## config.mk

```make
export PLATFORM = sky130hd
export DESIGN_NAME = pvec_unit
export DESIGN_NICKNAME = d
export VERILOG_FILES = /design/src/rtl/pvec_pkg.sv /design/src/rtl/pvec_pred.sv /design/src/rtl/pvec_lane.sv /design/src/rtl/pvec_unit.sv
export SDC_FILE = /design/constraint.sdc
export NUM_CORES = 2
export LEC_CHECK = 0
export ABC_AREA = 1
export BUFFER_PORTS_ARGS = -buffer_cell sky130_fd_sc_hd__buf_2
export CAP_MARGIN = 20
export CORE_ASPECT_RATIO = 1.75
export CORE_MARGIN = 3
export CORE_UTILIZATION = 30
export CTS_CLUSTER_DIAMETER = 60
export DETAILED_ROUTE_END_ITERATION = 12
export GPL_TIMING_DRIVEN = 0
export SLEW_MARGIN = 5
export SYNTH_ARGS = -nofsm -noshare
export SYNTH_HDL_FRONTEND = slang
export SYNTH_SLANG_ARGS = --single-unit
```

## constraint.sdc

```tcl
create_clock -name clk -period 3.76 [get_ports clk]
set_input_delay 0.564 -clock clk [delete_from_list [all_inputs] [get_ports clk]]
set_output_delay 0.564 -clock clk [all_outputs]
set_load 0.005 [all_outputs]
```

## src/rtl/pvec_pkg.sv

```systemverilog
package pvec_pkg;

    typedef enum logic [2:0] {
        OP_NOP   = 3'd0,
        OP_CMPGT = 3'd1,
        OP_ADD   = 3'd2,
        OP_MOVE  = 3'd3,
        OP_LOAD  = 3'd4,
        OP_STORE = 3'd5
    } vop_e;

    typedef enum logic [1:0] {
        PR_ALL  = 2'd0,
        PR_MASK = 2'd1,
        PR_INV  = 2'd2,
        PR_NONE = 2'd3
    } pmode_e;

    function automatic logic writes_reg(input logic [2:0] code);
        return (code == OP_ADD) || (code == OP_MOVE) || (code == OP_LOAD);
    endfunction

endpackage

```

## src/rtl/pvec_pred.sv

```systemverilog
module pvec_pred
    import pvec_pkg::*;
#(
    parameter int LANES = 4
) (
    input  logic             clk,
    input  logic             rst_n,
    input  logic             cmp_en,
    input  logic [LANES-1:0] cmp_bits,
    input  logic [1:0]       pred_sel,
    output logic [LANES-1:0] mask,
    output logic [LANES-1:0] active
);

    typedef struct packed {
        logic [LANES-1:0] mask;
    } pred_st_t;

    pred_st_t st_d, st_q;

    always_comb begin
        st_d = st_q;
        if (cmp_en) st_d.mask = cmp_bits;
    end

    always_ff @(posedge clk or negedge rst_n) begin
        if (!rst_n) st_q <= '0;
        else        st_q <= st_d;
    end

    // Lane enables follow the stored mask, not the compare in flight.
    always_comb begin
        unique case (pmode_e'(pred_sel))
            PR_ALL:  active = '1;
            PR_MASK: active = st_q.mask;
            PR_INV:  active = ~st_q.mask;
            default: active = '0;
        endcase
    end

    assign mask = st_q.mask;

    p_mask_hold_r2: assert property (@(posedge clk) disable iff (!rst_n)
        !cmp_en |=> $stable(mask));

    p_mask_load_r2: assert property (@(posedge clk) disable iff (!rst_n)
        cmp_en |=> (mask == $past(cmp_bits)));

endmodule

```

## src/rtl/pvec_lane.sv

```systemverilog
module pvec_lane
    import pvec_pkg::*;
#(
    parameter int DATA_W = 32,
    parameter int NREGS  = 5,
    parameter int RIDX_W = (NREGS > 1) ? $clog2(NREGS) : 1
) (
    input  logic              clk,
    input  logic              rst_n,
    input  logic              op_valid,
    input  logic [2:0]        op_code,
    input  logic              active,
    input  logic [RIDX_W-1:0] dst,
    input  logic [RIDX_W-1:0] src_a,
    input  logic [RIDX_W-1:0] src_b,
    input  logic [DATA_W-1:0] ld_data,
    output logic              gt_zero,
    output logic [DATA_W-1:0] st_data,
    output logic              st_en
);

    typedef struct packed {
        logic [NREGS-1:0][DATA_W-1:0] regs;
        logic [DATA_W-1:0]            st_data;
        logic                         st_en;
    } lane_st_t;

    lane_st_t          st_d, st_q;
    logic [DATA_W-1:0] a_val, b_val, result;
    logic              is_store, do_write;

    // Register reads: an index past the file reads as zero.
    always_comb begin
        a_val = '0;
        b_val = '0;
        for (int r = 0; r < NREGS; r++) begin
            if (src_a == RIDX_W'(r)) a_val = st_q.regs[r];
            if (src_b == RIDX_W'(r)) b_val = st_q.regs[r];
        end
    end

    always_comb begin
        unique case (vop_e'(op_code))
            OP_ADD:  result = a_val + b_val;
            OP_LOAD: result = ld_data;
            default: result = a_val;
        endcase
    end

    assign is_store = op_valid && (op_code == OP_STORE);
    assign do_write = op_valid && active && writes_reg(op_code);
    assign gt_zero  = $signed(a_val) > 0;

    always_comb begin
        st_d       = st_q;
        st_d.st_en = is_store && active;
        if (is_store) st_d.st_data = a_val;
        for (int r = 0; r < NREGS; r++) begin
            if (do_write && (dst == RIDX_W'(r))) st_d.regs[r] = result;
        end
    end

    always_ff @(posedge clk or negedge rst_n) begin
        if (!rst_n) st_q <= '0;
        else        st_q <= st_d;
    end

    assign st_data = st_q.st_data;
    assign st_en   = st_q.st_en;

    p_inactive_keeps_r4: assert property (@(posedge clk) disable iff (!rst_n)
        (op_valid && !active) |=> $stable(st_q.regs));

    p_store_gated_r7: assert property (@(posedge clk) disable iff (!rst_n)
        !(is_store && active) |=> !st_en);

    p_idle_keeps_r11: assert property (@(posedge clk) disable iff (!rst_n)
        !op_valid |=> $stable(st_q.regs));

endmodule

```

## src/rtl/pvec_unit.sv

```systemverilog
module pvec_unit
    import pvec_pkg::*;
#(
    parameter int LANES  = 4,
    parameter int DATA_W = 32,
    parameter int NREGS  = 5,
    parameter int RIDX_W = (NREGS > 1) ? $clog2(NREGS) : 1,
    localparam int BUS_W = LANES * DATA_W
) (
    input  logic              clk,
    input  logic              rst_n,
    input  logic              op_valid,
    input  logic [2:0]        op_code,
    input  logic [1:0]        pred_sel,
    input  logic [RIDX_W-1:0] dst_idx,
    input  logic [RIDX_W-1:0] src_a_idx,
    input  logic [RIDX_W-1:0] src_b_idx,
    input  logic [BUS_W-1:0]  mem_rdata,
    output logic [BUS_W-1:0]  mem_wdata,
    output logic [LANES-1:0]  mem_wen,
    output logic [LANES-1:0]  pred_mask,
    output logic              done
);

    typedef struct packed {
        logic done;
    } top_st_t;

    top_st_t          st_d, st_q;
    logic [LANES-1:0] lane_gt, lane_act;
    logic             cmp_en;

    assign cmp_en = op_valid && (op_code == OP_CMPGT);

    pvec_pred #(.LANES(LANES)) u_pred (
        .clk      (clk),
        .rst_n    (rst_n),
        .cmp_en   (cmp_en),
        .cmp_bits (lane_gt),
        .pred_sel (pred_sel),
        .mask     (pred_mask),
        .active   (lane_act)
    );

    for (genvar g = 0; g < LANES; g++) begin : g_lane
        pvec_lane #(
            .DATA_W (DATA_W),
            .NREGS  (NREGS),
            .RIDX_W (RIDX_W)
        ) u_lane (
            .clk      (clk),
            .rst_n    (rst_n),
            .op_valid (op_valid),
            .op_code  (op_code),
            .active   (lane_act[g]),
            .dst      (dst_idx),
            .src_a    (src_a_idx),
            .src_b    (src_b_idx),
            .ld_data  (mem_rdata[g*DATA_W +: DATA_W]),
            .gt_zero  (lane_gt[g]),
            .st_data  (mem_wdata[g*DATA_W +: DATA_W]),
            .st_en    (mem_wen[g])
        );
    end

    always_comb begin
        st_d      = st_q;
        st_d.done = op_valid;
    end

    always_ff @(posedge clk or negedge rst_n) begin
        if (!rst_n) st_q <= '0;
        else        st_q <= st_d;
    end

    assign done = st_q.done;

    p_done_follows_r9: assert property (@(posedge clk) disable iff (!rst_n)
        op_valid |=> done);

    p_done_idle_r11: assert property (@(posedge clk) disable iff (!rst_n)
        !op_valid |=> !done);

    p_wen_needs_store_r7: assert property (@(posedge clk) disable iff (!rst_n)
        !(op_valid && op_code == OP_STORE) |=> (mem_wen == '0));

    p_wen_implies_done_r9: assert property (@(posedge clk) disable iff (!rst_n)
        (mem_wen != '0) |-> done);

endmodule

```

# Yosys cells after proc, flatten, opt, wreduce, memory -nomap -nowiden
# Index checks and enable logic that the tools add are counted.
# Widths: inputs -> output; s select.
# word_totals
in_bits	145
wordCells	143
out_inout_bits	137
register_bits	777
# classes
mux	45
n_bitwise	1
eq_ne	19
n_reduce_logical	40
magnitude_cmp	4
n_addsub	4
# ops
op	count
$mux 32	40
$pmux 32 s2	4
$add 32x32->32	4
$gt 32x1->1 const B	4
$logic_and 1x1->1	34
$eq 3x2->1 const B	8
$eq 3x3->1 const B	5
$eq 3x1->1 const B	4
$pmux 4 s3	1
$logic_not 3->1	3
$not 4->4	1
$eq 2x1->1 const B	1
$eq 2x2->1 const B	1
$logic_not 2->1	1
$logic_or 1x1->1	2

# Longest topological paths before layout
# depth
word_depth	8
mapped_depth	28
ltp_nobuf	26

# Cells and area by module
# From an unflattened synthesis, not the netlist that was laid out.
# hier_totals
cells_unflattened	7926
hier_area_um2	51768.4
# by_module_without_submodules
module	seq_area_each_um2	area_per_inst_um2	n_inst	cells_each
pvec_lane (g_lane[2].u_lane ...)	4829.6	12938.7	2	1972
pvec_lane (g_lane[0].u_lane)	4829.6	12829.8	1	1974
pvec_lane (g_lane[1].u_lane)	4829.6	12798.5	1	1967
pvec_pred	100.1	216.5	1	35
pvec_unit	25.0	46.3	1	6

# Least setup slack after synthesis
# No wires, ideal clock.
# synth_timing
path_kind	input to register
start	input src_b_idx[1]
end	register g_lane[0].u_lane.st_q[61] (netlist name)
cell_stages	20
required_time_ns	3.643
setup_time_ns	0.117
arrival_ns	3.621
path_slack_ns	0.022
n_path_buf	2
cell_sequence	nor3_1 buf_2 buf_1 a221oi_1 o32ai_1 ha_1 inv_1 fa_1 o21ai_0 nand2_1 nand2_1 nand2_1 nand2_1 nand2_1 nand2_1 nand2_1 nand3_1 nand2_1 nand2_1 nand2_1
# synth_between
elab_chain_cells	8
word_cells_on_any_way	12
classes_between	add/sub: 1; eq/ne: 4; mux: 6; reduce/logical: 1
# synth_rtl
element	line	text
start: declaration	pvec_unit.sv:17	input logic [RIDX_W-1:0] src_b_idx,
$logic_not 3->1	pvec_lane.sv:38	if (src_b == RIDX_W'(r)) b_val = st_q.regs[r];
$mux 32 (4 in a row)	pvec_lane.sv:38	
$mux 32 *	pvec_lane.sv:38	
$add 32x32->32 *	pvec_lane.sv:44	OP_ADD: result = a_val + b_val;
$pmux 32 s2 *	pvec_lane.sv:43	unique case (vop_e'(op_code))
end signal: assignment	pvec_lane.sv:65	else st_q <= st_d;
end: declaration	pvec_lane.sv:28	lane_st_t st_d, st_q;
# Mark *: on every way between the ends. The rest lies on a longest branch, timed or not.
# A chain may end at the register's enable or synchronous reset.

# Worst setup path after layout
# layout_timing
start	input src_b_idx[1]
end	register g_lane[2].u_lane.st_q[86] (netlist name)
# layout_between
elab_chain_cells	8
word_cells_on_any_way	12
classes_between	add/sub: 1; eq/ne: 4; mux: 6; reduce/logical: 1
# layout_rtl
element	line
$logic_not 3->1	pvec_lane.sv:38
$mux 32 (4 in a row)	pvec_lane.sv:38
$mux 32 *	pvec_lane.sv:38
$add 32x32->32 *	pvec_lane.sv:44
$pmux 32 s2 *	pvec_lane.sv:43
end signal: assignment	pvec_lane.sv:65
end: declaration	pvec_lane.sv:28
# Marked as above.

==> report_table.html <==
<table>
<tr><th>Metric</th><th>Value</th></tr>
<tr><th colspan="2">Placement</th></tr>
<tr><td>Placer's final routability congestion estimate</td><td>~1.1</td></tr>
<tr><td>Post-DP HPWL</td><td>approximately 230 mm</td></tr>
<tr><td>Number of I/O port buffers</td><td>~280</td></tr>
<tr><th colspan="2">Detailed routing</th></tr>
<tr><td>Post-detailed-route count of antenna-violating nets</td><td>0</td></tr>
<tr><td>Count of unresolved DRC violations after routing</td><td>0</td></tr>
<tr><td>Drt via density</td><td>~5.5</td></tr>
<tr><td>Total via count in the routed design</td><td>just under 60,000</td></tr>
<tr><td>Routed length per placed instance</td><td>~28 um</td></tr>
<tr><td>Count of TritonRoute iterations in the first routing pass</td><td>8</td></tr>
<tr><td>First DRT Iteration DRCs</td><td>7,359</td></tr>
<tr><td>Total Wirelength</td><td>302 mm</td></tr>
<tr><th colspan="2">Synth</th></tr>
<tr><td>Syn Inst Count</td><td>roughly 8,000</td></tr>
<tr><td>Portion of synthesized cell area occupied by the leading cell type</td><td>approximately 38%</td></tr>
<tr><td>Total of warnings raised by yosys</td><td>0</td></tr>
<tr><td>Synth async-reset ratio</td><td>100%</td></tr>
<tr><td>Synth Flop Type</td><td>sky130_fd_sc_hd__dfrtp_1</td></tr>
<tr><td>Syn Std Cell Area</td><td>between 50,000 and 60,000 um2</td></tr>
<tr><td>Cell types with the largest area share after synthesis</td><td>sky130_fd_sc_hd__dfrtp_1, sky130_fd_sc_hd__nand2_1, sky130_fd_sc_hd__inv_1</td></tr>
<tr><td>Sequential share of the synthesized area</td><td>37.7%</td></tr>
<tr><td>Synthesized netlist net count</td><td>8,286</td></tr>
<tr><td>Flop and latch count out of synthesis</td><td>777</td></tr>
<tr><td>Per-instance average area after synthesis</td><td>6.43 um2</td></tr>
<tr><td>Cell accounting for the most synthesized area</td><td>sky130_fd_sc_hd__dfrtp_1</td></tr>
<tr><td>Number of unique standard cell types used by synthesis</td><td>43</td></tr>
<tr><td>EDFF count, synth</td><td>0</td></tr>
<tr><th colspan="2">Hold path</th></tr>
<tr><td>Worst hold-check path type</td><td>primary input to flop</td></tr>
<tr><th colspan="2">Power</th></tr>
<tr><td>Switching power summed over all nets</td><td>between 9 and 10 mW</td></tr>
<tr><td>VDD IR-drop max</td><td>around 0.35 mV</td></tr>
<tr><td>Clock power share</td><td>33.9%</td></tr>
<tr><td>Switching power as a share of total power</td><td>36.7%</td></tr>
<tr><td>Final Total Pwr</td><td>between 20 and 30 mW</td></tr>
<tr><td>Leakage power of the design</td><td>about 33 nW</td></tr>
<tr><td>Combinational share of power</td><td>26.2%</td></tr>
<tr><td>Register share of total power</td><td>39.9%</td></tr>
<tr><td>Cell Int Power</td><td>~17 mW</td></tr>
<tr><td>Pwr per Cell Area</td><td>approximately 430 nW/um2</td></tr>
<tr><th colspan="2">Setup path</th></tr>
<tr><td>CP Data Required Time</td><td>between 4 and 5 ns</td></tr>
<tr><td>Worst endpoint data arrival time</td><td>between 4 and 5 ns</td></tr>
<tr><td>Maximum fanout along the worst path</td><td>10</td></tr>
<tr><td>Critical path class</td><td>primary input to flop</td></tr>
<tr><td>Crit start category</td><td>primary input</td></tr>
<tr><td>CP Capture Type</td><td>flop</td></tr>
<tr><th colspan="2">Floorplan</th></tr>
<tr><td>I/O pins</td><td>282</td></tr>
<tr><td>Core area</td><td>approximately 170,000 um2</td></tr>
<tr><td>Standard-cell rows</td><td>200</td></tr>
<tr><td>Horizontal extent of the die</td><td>between 300 and 400 um</td></tr>
<tr><td>Initial core utilization</td><td>30.3%</td></tr>
<tr><td>Die height</td><td>about 550 um</td></tr>
<tr><td>Die Outline Area</td><td>177,000 um2</td></tr>
<tr><th colspan="2">Final layout</th></tr>
<tr><td>Most frequent cells in the layout</td><td>sky130_fd_sc_hd__nand2_1, sky130_fd_sc_hd__inv_1, sky130_fd_sc_hd__dfrtp_1</td></tr>
<tr><td>Number of nets in the layout</td><td>approximately 8,700</td></tr>
<tr><td>Share of layout cells above drive strength 1</td><td>13.5%</td></tr>
<tr><td>Final core occ</td><td>around 36%</td></tr>
<tr><td>Area grow syn2layout</td><td>19.9%</td></tr>
<tr><td>Most frequent standard cell in the layout excluding fill and tap cells</td><td>sky130_fd_sc_hd__nand2_1</td></tr>
<tr><th colspan="2">Flow run</th></tr>
<tr><td>Max-Cap Viols</td><td>0</td></tr>
<tr><th colspan="2">Global routing</th></tr>
<tr><td>Global-route congestion overflow total</td><td>0</td></tr>
<tr><td>First-pass GRT wire length</td><td>417 mm</td></tr>
<tr><td>Number of global-route vias before repair</td><td>56,414</td></tr>
<tr><td>Largest net degree at the start of global routing</td><td>113</td></tr>
<tr><td>Antenna violations before repair</td><td>37</td></tr>
<tr><td>Overall global routing resource usage</td><td>33.2%</td></tr>
<tr><th colspan="2">STA</th></tr>
<tr><td>Number of pins exceeding their max-slew limit in the final report</td><td>0</td></tr>
<tr><td>Final Setup Violations</td><td>7</td></tr>
<tr><td>Worst setup margin</td><td>-0.0258 ns</td></tr>
<tr><td>Relative slew slack</td><td>between 15 and 20%</td></tr>
<tr><td>Max Clock Skew</td><td>around 0.052 ns</td></tr>
<tr><td>Final min period</td><td>3.79 ns</td></tr>
<tr><td>Number of hold violations in the final report</td><td>0</td></tr>
<tr><td>Slew of the pin with the lowest slew margin</td><td>about 1.2 ns</td></tr>
<tr><td>Max Clock Freq</td><td>264 MHz</td></tr>
<tr><td>Ratio of final minimum period to clock period</td><td>101%</td></tr>
<tr><th colspan="2">CTS</th></tr>
<tr><td>Maximum level of the CTS H-tree</td><td>3</td></tr>
<tr><td>TritonCTS Buffers</td><td>86</td></tr>
<tr><td>Insertion delay of the later-clocked pin in the worst-skew pair</td><td>between 0.7 and 0.8 ns</td></tr>
<tr><td>CTS clock-pin slew for the worst setup and hold paths</td><td>0.06 ns</td></tr>
<tr><td>Root cell of the clock tree</td><td>sky130_fd_sc_hd__clkbuf_16</td></tr>
<tr><td>CTS tree</td><td>done</td></tr>
<tr><td>Clk sink count</td><td>~800</td></tr>
<tr><td>Worst-case clock buffer depth</td><td>3</td></tr>
<tr><th colspan="2">Status</th></tr>
<tr><td>Result of the run</td><td>finished with violations</td></tr>
<tr><td>Violated checks</td><td>negative setup slack</td></tr>
</table>
## final timing paths
path / start / endpoint / slack (ns) / depth (start not counted)
max reg2reg: g_lane[1].u_lane.st_q[48]$_DFFE_PN0P_ / g_lane[1].u_lane.st_q[90]$_DFFE_PN0P_ / 0.41 / 20
min: pred_sel[1] / g_lane[3].u_lane.st_en$_DFF_PN0_ / 0.17 / 4
max: src_b_idx[1] / g_lane[2].u_lane.st_q[86]$_DFFE_PN0P_ / -0.03 / 21
min reg2reg: g_lane[3].u_lane.st_q[92]$_DFFE_PN0P_ / g_lane[3].u_lane.st_q[92]$_DFFE_PN0P_ / 0.48 / 2
min in group asynchronous: rst_n / g_lane[2].u_lane.st_data[12]$_DFFE_PN0P_ / 0.37 / 2
max in group asynchronous: rst_n / g_lane[3].u_lane.st_data[6]$_DFFE_PN0P_ / 0.89 / 6
## per-layer routing
metal  vias up  share of wire (%)  global-route usage (%)
met1     27731                 34                    35.9
met4        26                 12                    32.4
li1      26025                  -                       -
met2      3863                 44                    51.9
met5         -              0.061                       0
met3      1349                 10                    9.18
## per-stage QoR
| step | hold slack [ns] | TNS (ns) | std cells | setup slack (ns) | area, um2 |
|---|---|---|---|---|---|
| floorplan | 0.268 | 0 | 8013 | 0.0217 | 51600 |
| global placement | 0.462 | - | 10514 | -15.75 | 55700 |
| detailed placement | 0.466 | -1337.22 | 10550 | -3.08 | 56500 |
| CTS | 0.155 | -0.00243 | 10733 | -0.00243 | 60800 |
| global route | 0.201 | -0.381 | 10754 | -0.0420 | 61700 |
| finish | 0.167 | -0.118 | 10776 | -0.0258 | 61800 |
## power by group through the flow
| stage | Combinational (mW) | Sequential, mW | Clock, mW |
|---|---|---|---|
| floorplan | 3.86 | 10.5 | 0 |
| global placement | 6.29 | 10.7 | 0 |
| detailed placement | 6.46 | 10.8 | 0 |
| CTS | 6.68 | 10.6 | 9.08 |
| global route | 7.59 | 10.8 | 9.39 |
| finish | 7.02 | 10.7 | 9.08 |
## state kept, by name, summed over array words and instances, names as in the netlist
signal,flops
u_pred.mask,4
g_lane.u_lane.st_data,128
g_lane.u_lane.st_en,4
g_lane.u_lane.st_q,640
done,1
## what timing repair did
item,in CTS,in global routing
resized for setup,371,325
pin swaps,21,27
cloned,1,0
setup endpoints to repair,623,512
hold buffers,2,0
setup buffers,26,17
endpoints found under the hold margin,68,0
## Yosys cell counts, types with 31 or more instances
cell                       count
sky130_fd_sc_hd__nand2_1    3338
sky130_fd_sc_hd__buf_2        77
sky130_fd_sc_hd__dfrtp_1     777
sky130_fd_sc_hd__ha_1        124
sky130_fd_sc_hd__o21ai_0     590
sky130_fd_sc_hd__a21oi_1     255
sky130_fd_sc_hd__o221ai_1     43
sky130_fd_sc_hd__nor3_1       47
sky130_fd_sc_hd__nand4_1      72
sky130_fd_sc_hd__buf_4       132
sky130_fd_sc_hd__inv_1       862
sky130_fd_sc_hd__clkbuf_1    260
sky130_fd_sc_hd__o21ai_1      31
sky130_fd_sc_hd__nor2_1      685
sky130_fd_sc_hd__a31oi_1     117
sky130_fd_sc_hd__nand3_1     316
sky130_fd_sc_hd__or2_2        50
sky130_fd_sc_hd__a221o_1      37
## critical path, stage by stage
cell,delay [ns]
sky130_fd_sc_hd__clkbuf_4,0.20
sky130_fd_sc_hd__inv_2,0.10
sky130_fd_sc_hd__nor2_4,0.20
sky130_fd_sc_hd__nand2_4,0.13
sky130_fd_sc_hd__clkinvlp_4,0.16
sky130_fd_sc_hd__buf_4,0.15
sky130_fd_sc_hd__buf_4,0.27
sky130_fd_sc_hd__a221o_1,0.16
sky130_fd_sc_hd__o21ai_0,0.08
sky130_fd_sc_hd__a31oi_1,0.34
sky130_fd_sc_hd__ha_1,0.39
sky130_fd_sc_hd__nand2_1,0.17
sky130_fd_sc_hd__nor2_1,0.07
sky130_fd_sc_hd__nor2_1,0.16
sky130_fd_sc_hd__nand2_1,0.16
sky130_fd_sc_hd__nand3b_1,0.36
sky130_fd_sc_hd__nand2_1,0.16
sky130_fd_sc_hd__nand2_1,0.10
sky130_fd_sc_hd__o21bai_4,0.32
sky130_fd_sc_hd__nand2_1,0.10
sky130_fd_sc_hd__nand2_1,0.10
## layout make-up
class | count | area, um2
plain buffers | 493 | 3280
repair inverters | 1 | 7.51
well taps | 2222 | 2780
multi-input cells | 5854 | 27500
inverters | 884 | 3330
repair buffers | 360 | 2480
clock inverters | 31 | 324
flip-flops and latches | 777 | 19400
diodes | 27 | 67.6
fillers | 18587 | 108000
clock buffers | 127 | 2580
## cells by family (layout without fill, tap and decap cells)
family / count (synthesis) / in the layout / synth area share, %
other: 0 / 27 / 0
DFF: 777 / 777 / 37.7
and+or+nand+nor: 4559 / 4559 / 35.0
xor gates and xnor gates: 4 / 4 / 0.0679
adders and majority gates: 128 / 128 / 3.16
buffers and inverters: 1382 / 1896 / 11.2
AOI/OAI and AO/OA: 1163 / 1163 / 12.8
Note: power is estimated with default switching activity, not from simulation.
